<file path="src/rtl/halt_pstate_pkg.sv">
`timescale 1ns/1ps
package halt_pstate_pkg;
  localparam int CODE_W = 3;

  typedef enum logic [CODE_W-1:0] {
    PS_RUN     = 3'd0,
    PS_IDLE    = 3'd1,
    PS_IDLE_LV = 3'd2,
    PS_SNP     = 3'd3,
    PS_SNP_LV  = 3'd4
  } pstate_e;

  function automatic logic is_idle(pstate_e s);
    return (s == PS_IDLE) || (s == PS_IDLE_LV);
  endfunction

  function automatic logic is_snoop(pstate_e s);
    return (s == PS_SNP) || (s == PS_SNP_LV);
  endfunction
endpackage

</file>
<file path="src/rtl/halt_pstate_next.sv">
`timescale 1ns/1ps
module halt_pstate_next
  import halt_pstate_pkg::*;
(
  input  pstate_e state_q,
  input  logic    halt_i,
  input  logic    irq_i,
  input  logic    snoop_req_i,
  input  logic    snoop_done_i,
  input  logic    enh_en_i,
  input  logic    irq_held_i,
  output pstate_e state_d
);
  always_comb begin
    state_d = state_q;
    unique case (state_q)
      PS_RUN: begin
        // the enhanced enable is looked at only here, on halt entry
        if (halt_i) state_d = enh_en_i ? PS_IDLE_LV : PS_IDLE;
      end
      PS_IDLE: begin
        if (irq_i)            state_d = PS_RUN;
        else if (snoop_req_i) state_d = PS_SNP;
      end
      PS_IDLE_LV: begin
        if (irq_i)            state_d = PS_RUN;
        else if (snoop_req_i) state_d = PS_SNP_LV;
      end
      PS_SNP: begin
        if (snoop_done_i) state_d = (irq_held_i || irq_i) ? PS_RUN : PS_IDLE;
      end
      PS_SNP_LV: begin
        if (snoop_done_i) state_d = (irq_held_i || irq_i) ? PS_RUN : PS_IDLE_LV;
      end
      default: state_d = PS_RUN;
    endcase
  end
endmodule

</file>
<file path="src/rtl/halt_pstate_irq_hold.sv">
`timescale 1ns/1ps
module halt_pstate_irq_hold
  import halt_pstate_pkg::*;
#(
  parameter bit LATCH_EN = 1'b1
) (
  input  logic    clk_i,
  input  logic    rst_i,
  input  pstate_e state_q,
  input  pstate_e state_d,
  input  logic    irq_i,
  output logic    irq_held_o
);
  generate
    if (LATCH_EN) begin : g_latch
      logic held_q;
      always_ff @(posedge clk_i) begin
        if (rst_i)                  held_q <= 1'b0;
        else if (!is_snoop(state_d)) held_q <= 1'b0;
        else if (is_snoop(state_q) && irq_i) held_q <= 1'b1;
      end
      assign irq_held_o = held_q;
    end else begin : g_level
      // interrupt must stay asserted until snoop done in this variant
      assign irq_held_o = 1'b0;
    end
  endgenerate
endmodule

</file>
<file path="src/rtl/halt_pstate_outreg.sv">
`timescale 1ns/1ps
module halt_pstate_outreg
  import halt_pstate_pkg::*;
(
  input  logic    clk_i,
  input  logic    rst_i,
  input  pstate_e state_d,
  output pstate_e state_q,
  output logic    core_clk_en_o,
  output logic    aon_clk_en_o,
  output logic    low_volt_req_o
);
  always_ff @(posedge clk_i) begin
    if (rst_i) begin
      state_q        <= PS_RUN;
      core_clk_en_o  <= 1'b1;
      aon_clk_en_o   <= 1'b1;
      low_volt_req_o <= 1'b0;
    end else begin
      state_q        <= state_d;
      core_clk_en_o  <= !is_idle(state_d);
      aon_clk_en_o   <= 1'b1;
      low_volt_req_o <= (state_d == PS_IDLE_LV) || (state_d == PS_SNP_LV);
    end
  end


  snoop_lv_volt_chk: assert property (@(posedge clk_i) disable iff (rst_i)
    (state_q == PS_SNP_LV) |-> low_volt_req_o);


  idle_clk_off_chk: assert property (@(posedge clk_i) disable iff (rst_i)
    is_idle(state_q) |-> !core_clk_en_o);
endmodule

</file>
<file path="src/rtl/halt_pstate_ctrl.sv">
`timescale 1ns/1ps
module halt_pstate_ctrl
  import halt_pstate_pkg::*;
#(
  parameter bit IRQ_LATCH_EN = 1'b1
) (
  input  logic              clk_i,
  input  logic              rst_i,
  input  logic              halt_pulse_i,
  input  logic              irq_i,
  input  logic              snoop_req_i,
  input  logic              snoop_done_i,
  input  logic              enh_halt_en_i,
  output logic              core_clk_en_o,
  output logic              aon_clk_en_o,
  output logic              low_volt_req_o,
  output logic [CODE_W-1:0] state_code_o
);
  pstate_e state_q;
  pstate_e state_d;
  logic    irq_held;

  halt_pstate_next u_next (
    .state_q      (state_q),
    .halt_i       (halt_pulse_i),
    .irq_i        (irq_i),
    .snoop_req_i  (snoop_req_i),
    .snoop_done_i (snoop_done_i),
    .enh_en_i     (enh_halt_en_i),
    .irq_held_i   (irq_held),
    .state_d      (state_d)
  );

  halt_pstate_irq_hold #(.LATCH_EN(IRQ_LATCH_EN)) u_hold (
    .clk_i      (clk_i),
    .rst_i      (rst_i),
    .state_q    (state_q),
    .state_d    (state_d),
    .irq_i      (irq_i),
    .irq_held_o (irq_held)
  );

  halt_pstate_outreg u_out (
    .clk_i          (clk_i),
    .rst_i          (rst_i),
    .state_d        (state_d),
    .state_q        (state_q),
    .core_clk_en_o  (core_clk_en_o),
    .aon_clk_en_o   (aon_clk_en_o),
    .low_volt_req_o (low_volt_req_o)
  );

  assign state_code_o = state_q;


  halt_to_idle_chk: assert property (@(posedge clk_i) disable iff (rst_i)
    (state_code_o == 3'd0 && halt_pulse_i && !enh_halt_en_i) |=> (state_code_o == 3'd1));


  halt_to_deep_chk: assert property (@(posedge clk_i) disable iff (rst_i)
    (state_code_o == 3'd0 && halt_pulse_i && enh_halt_en_i) |=> (state_code_o == 3'd2 && low_volt_req_o));


  wake_on_irq_chk: assert property (@(posedge clk_i) disable iff (rst_i)
    ((state_code_o == 3'd1 || state_code_o == 3'd2) && irq_i) |=> (state_code_o == 3'd0 && core_clk_en_o));


  snoop_wait_done_chk: assert property (@(posedge clk_i) disable iff (rst_i)
    ((state_code_o == 3'd3 || state_code_o == 3'd4) && !snoop_done_i) |=> $stable(state_code_o));


  snoop_return_chk: assert property (@(posedge clk_i) disable iff (rst_i)
    (state_code_o == 3'd3 && snoop_done_i && !irq_i && !irq_held) |=> (state_code_o == 3'd1));


  halt_ignored_chk: assert property (@(posedge clk_i) disable iff (rst_i)
    ((state_code_o == 3'd1 || state_code_o == 3'd2) && !irq_i && !snoop_req_i) |=> $stable(state_code_o));
endmodule

</file>
<file path="config.mk">
export PLATFORM = sky130hd
export DESIGN_NAME = halt_pstate_ctrl
export DESIGN_NICKNAME = d
export VERILOG_FILES = /design/src/rtl/halt_pstate_pkg.sv /design/src/rtl/halt_pstate_next.sv /design/src/rtl/halt_pstate_irq_hold.sv /design/src/rtl/halt_pstate_outreg.sv /design/src/rtl/halt_pstate_ctrl.sv
export SDC_FILE = /design/constraint.sdc
export NUM_CORES = 1
export LEC_CHECK = 0
export BUFFER_PORTS_ARGS = -buffer_cell sky130_fd_sc_hd__buf_2
export CELL_PAD_IN_SITES_DETAIL_PLACEMENT = 2
export CELL_PAD_IN_SITES_GLOBAL_PLACEMENT = 2
export CORE_UTILIZATION = 24
export DETAILED_ROUTE_END_ITERATION = 7
export PLACE_DENSITY = 0.78
export SYNTH_ARGS = -nofsm -noshare
export SYNTH_HDL_FRONTEND = slang
export SYNTH_HIERARCHICAL = 1
export SYNTH_SLANG_ARGS = --single-unit
</file>
<file path="constraint.sdc">
create_clock -name clk_i -period 1.9 [get_ports clk_i]
set_input_delay 0.095 -clock clk_i [delete_from_list [all_inputs] [get_ports clk_i]]
set_output_delay 0.095 -clock clk_i [all_outputs]
set_load 0.03 [all_outputs]
</file>
==> run summary <==
CTS
---------------------------------------------------------------------------------------
CTS tree .................................................................         done
Clock buffer count from CTS ..............................................            3
Total clock sinks ........................................................            6
Insertion delay of the later-clocked pin in the worst-skew pair ..........      0.25 ns
Number of setup buffers added after CTS ..................................            0
Clock transition at the registers of the reported paths ..................      0.05 ns
CTS Hold Bufs ............................................................            0
Root buf cell ............................................................ sky130_fd_sc_hd__clkbuf_4
Post-cts resize count ....................................................            0
Deepest level of the CTS H-tree ..........................................            1
Clk buf depth ............................................................            2

FINAL LAYOUT
---------------------------------------------------------------------------------------
Ratio of cells with drive above 1 in the final layout ....................        33.3%
Total inserted antenna cells .............................................            0
Post-layout net count ....................................................           66
Area added between synthesis and finish ..................................        32.5%
Post-route standard cell area excluding fillers ..........................    469 sq um

ROUTING
---------------------------------------------------------------------------------------
DRC violation count after routing ........................................            0
Final WL .................................................................  996 microns
Remaining antenna violation count after routing ..........................            0
Vias after detailed routing ..............................................          354
Detail-routed via count per cell .........................................         4.92
Routed wirelength normalized by instance count ........................... 13.8 microns
Count of TritonRoute iterations in the first routing pass ................            4
Number of violations reported at the end of detailed-routing iteration 0 .           15

GLOBAL ROUTING
---------------------------------------------------------------------------------------
GR Overflow Total ........................................................            0
Via count of the first global-routing pass ...............................          361
Combined global-route utilization of all metal layers ....................        14.4%
Number of antenna violations at the first check in global routing ........            0
Global-route wire length before repair ...................................      1.52 mm
Largest net degree at the start of global routing ........................            9

SETUP PATH
---------------------------------------------------------------------------------------
Endpoint kind of the worst setup timing path .............................     register
Critical Path, Cell by Cell .............................................. nor4b_1 > a311oi_1 > o32ai_2 > xnor2_1 > or3_1
Largest fanout on the critical path ......................................            8
Critical Path Max Stage Delay ............................................      0.37 ns
Critical-path top delay cell ............................................. sky130_fd_sc_hd__dfxtp_1
Crit path kind ........................................................... register to register
Buf+Inv Stages, Crit Path ................................................            0
Arrival time of data at the critical path endpoint .......................      1.85 ns
Worst setup SP type ......................................................     register
Delay-heaviest family, CP ................................................ simple AND/OR/NAND/NOR gates
Required @ worst endpoint ................................................      2.02 ns

TIMING
---------------------------------------------------------------------------------------
Final number of hold-violating endpoints .................................            0
Hold Slack ...............................................................    0.0859 ns
Final critical-path setup slack ..........................................     0.167 ns
Unrepaired setup endpoints after global routing ..........................        false
Total count of max-transition violations in the final report .............            0
Highest Clock Rate .......................................................      577 MHz
# setup viols final ......................................................            0
Period utilization .......................................................        91.2%
Time the worst path needs with I/O delays and setup ......................      1.73 ns
Setup tns final ..........................................................         0 ns
Post-route clock skew ....................................................   0.00197 ns

YOSYS
---------------------------------------------------------------------------------------
Yosys reg bits ...........................................................            6
Number of enable-type register cells in the synthesized netlist ..........            0
Top flip-flop cell by instance count after synthesis ..................... sky130_fd_sc_hd__dfxtp_1
Proportion of synthesized chip area in sequential cells ..................        33.9%
Area fraction of the dominant cell type after synthesis ..................        33.9%
Summed instance area of the synthesized netlist ..........................    354 sq um
Synth warnings ...........................................................            6
Synth area leaders ....................................................... sky130_fd_sc_hd__dfxtp_1, sky130_fd_sc_hd__nor2b_1, sky130_fd_sc_hd__nor4bb_1, sky130_fd_sc_hd__a311oi_1, sky130_fd_sc_hd__xnor2_1
Top-count cell post-synth ................................................ sky130_fd_sc_hd__dfxtp_1
Number of instances in the synthesized netlist ...........................           41
Yosys cell types .........................................................           24
Avg Cell Area, Syn .......................................................   8.64 sq um
Fraction of registers with async set or reset after synthesis ............           0%
Dominant cell type by area after synthesis ............................... sky130_fd_sc_hd__dfxtp_1
Cell types with the highest counts after synthesis ....................... sky130_fd_sc_hd__dfxtp_1, sky130_fd_sc_hd__nor2b_1, sky130_fd_sc_hd__inv_1, sky130_fd_sc_hd__nor2_1
Post-synthesis net count .................................................           48

FLOORPLAN
---------------------------------------------------------------------------------------
Chip Width ............................................................... 40.4 microns
Total die area ...........................................................   1630 sq um
Core ar. .................................................................   1330 sq um
Std cell rows ............................................................           13
Vertical die dimension ................................................... 40.4 microns
Number of top-level pins .................................................           13
Starting Density .........................................................        26.5%

PWR
---------------------------------------------------------------------------------------
Power per unit of standard cell area .....................................  774 nW/um^2
Cell Int Power ...........................................................     0.249 mW
Switching pwr ............................................................     0.114 mW
Fraction of power consumed by sequential logic ...........................        39.2%
Largest voltage drop on the vdd net ......................................   0.000331 V
Pleak ....................................................................     0.196 nW
Clk pwr share ............................................................        33.1%
Switch share .............................................................        31.5%
Combinational share of power .............................................        27.6%

PLACEMENT
---------------------------------------------------------------------------------------
Instance area at placement ...............................................    447 sq um
Buffers on Ports .........................................................           11
Worst setup timing slack at the placement stage ..........................     0.126 ns
Placer congestion estimate ...............................................        0.713
Post-detailed-placement half-perimeter wirelength ........................  749 microns

JOB
---------------------------------------------------------------------------------------
Max-cap violation count ..................................................            0

OUTCOME
---------------------------------------------------------------------------------------
Result of the run ........................................................    completed

MIN PATH
---------------------------------------------------------------------------------------
Tightest Hold Check Type ................................................. input pin to register

==> layout by cell type (no fill, tap or decap) <==
cell                       synthesis  layout
sky130_fd_sc_hd__a211oi_1          1       1
sky130_fd_sc_hd__a21oi_1           1       1
sky130_fd_sc_hd__a311oi_1          2       2
sky130_fd_sc_hd__a31oi_1           2       2
sky130_fd_sc_hd__and4b_1           1       1
sky130_fd_sc_hd__and4bb_1          1       1
sky130_fd_sc_hd__buf_2             0      11
sky130_fd_sc_hd__buf_4             1       4
sky130_fd_sc_hd__clkbuf_4          0       3
sky130_fd_sc_hd__conb_1            1       1
sky130_fd_sc_hd__dfxtp_1           6       6
sky130_fd_sc_hd__inv_1             3       3
sky130_fd_sc_hd__nand2_1           2       2
sky130_fd_sc_hd__nand3_1           1       1
sky130_fd_sc_hd__nand3b_1          1       1
sky130_fd_sc_hd__nor2_1            3       3
sky130_fd_sc_hd__nor2b_1           4       4
sky130_fd_sc_hd__nor3_1            1       1
sky130_fd_sc_hd__nor4b_1           1       1
sky130_fd_sc_hd__nor4bb_1          2       2
sky130_fd_sc_hd__o211ai_1          1       1
sky130_fd_sc_hd__o21ai_0           1       1
sky130_fd_sc_hd__o32ai_2           0       1
sky130_fd_sc_hd__or3_1             1       1
sky130_fd_sc_hd__xnor2_1           2       2
==> worst reg2reg max path, delay by kind of cell (launching register included) <==
family	cells	cell delay (ns)
xor+xnor	1	0.13
compound gates	2	0.40
simple gates	2	0.70
flops	1	0.37
==> final cells by class <==
class	count	area (sq um)
flip-flops and latches	6	120
well taps	15	18.8
clock buffers	3	22.5
multi-input cells	30	211
fillers	155	865
inverters	3	11.3
repair buffers	15	85.1
==> metrics by stage <==
stage               std cells  utilization, %  power [mW]
finish                     72            35.2       0.363
global route               72            35.2       0.385
CTS                        72            35.2       0.372
detailed placement         69            33.5       0.246
global placement           69            33.5       0.242
floorplan                  41               -       0.212
==> layer usage <==
metal / track usage, % / routed length [microns]
met1: 17.0 / 469
met2: 25.0 / 502
met3: 5.00 / 25
met4: 2.50 / 0
met5: 0 / 0
==> power by group through the flow <==
| stage | clock [mW] | combinational, mW | sequential (mW) |
|---|---|---|---|
| after floorplan | 0 | 0.0491 | 0.163 |
| after global placement | 0 | 0.0971 | 0.145 |
| after detailed placement | 0 | 0.101 | 0.145 |
| after CTS | 0.128 | 0.102 | 0.143 |
| after global routing | 0.131 | 0.110 | 0.144 |
| final | 0.120 | 0.100 | 0.142 |
==> path summary, 6_finish.rpt <==
kind	startpoint	cells after the start	end	slack [ns]
worst max-delay path	u_out/state_q[0]	5	u_out/core_clk_en_o	0.17
worst min-delay path	rst_i	2	u_out/state_q[0]	0.09
worst max register to register	u_out/state_q[0]	5	u_out/core_clk_en_o	0.17
worst min register to register	u_hold/irq_held_o	2	u_hold/irq_held_o	0.69
==> kinds of logic (layout without fill, tap and decap cells) <==
kind of cell	count (synthesis)	count (layout)	synth area share, %
simple gates	18	18	33.6
compound gates	9	9	18.0
flops	6	6	33.9
buf+inv	5	21	8.48
xor+xnor	2	2	4.95
other cells	1	1	1.06
==> state kept, by name (all words and copies together) (netlist names) <==
| register | count |
|---|---|
| u_out/state_q | 3 |
| u_out/core_clk_en_o | 1 |
| u_hold/irq_held_o | 1 |
| u_out/low_volt_req_o | 1 |
Note: power is estimated with default switching activity, not from simulation.
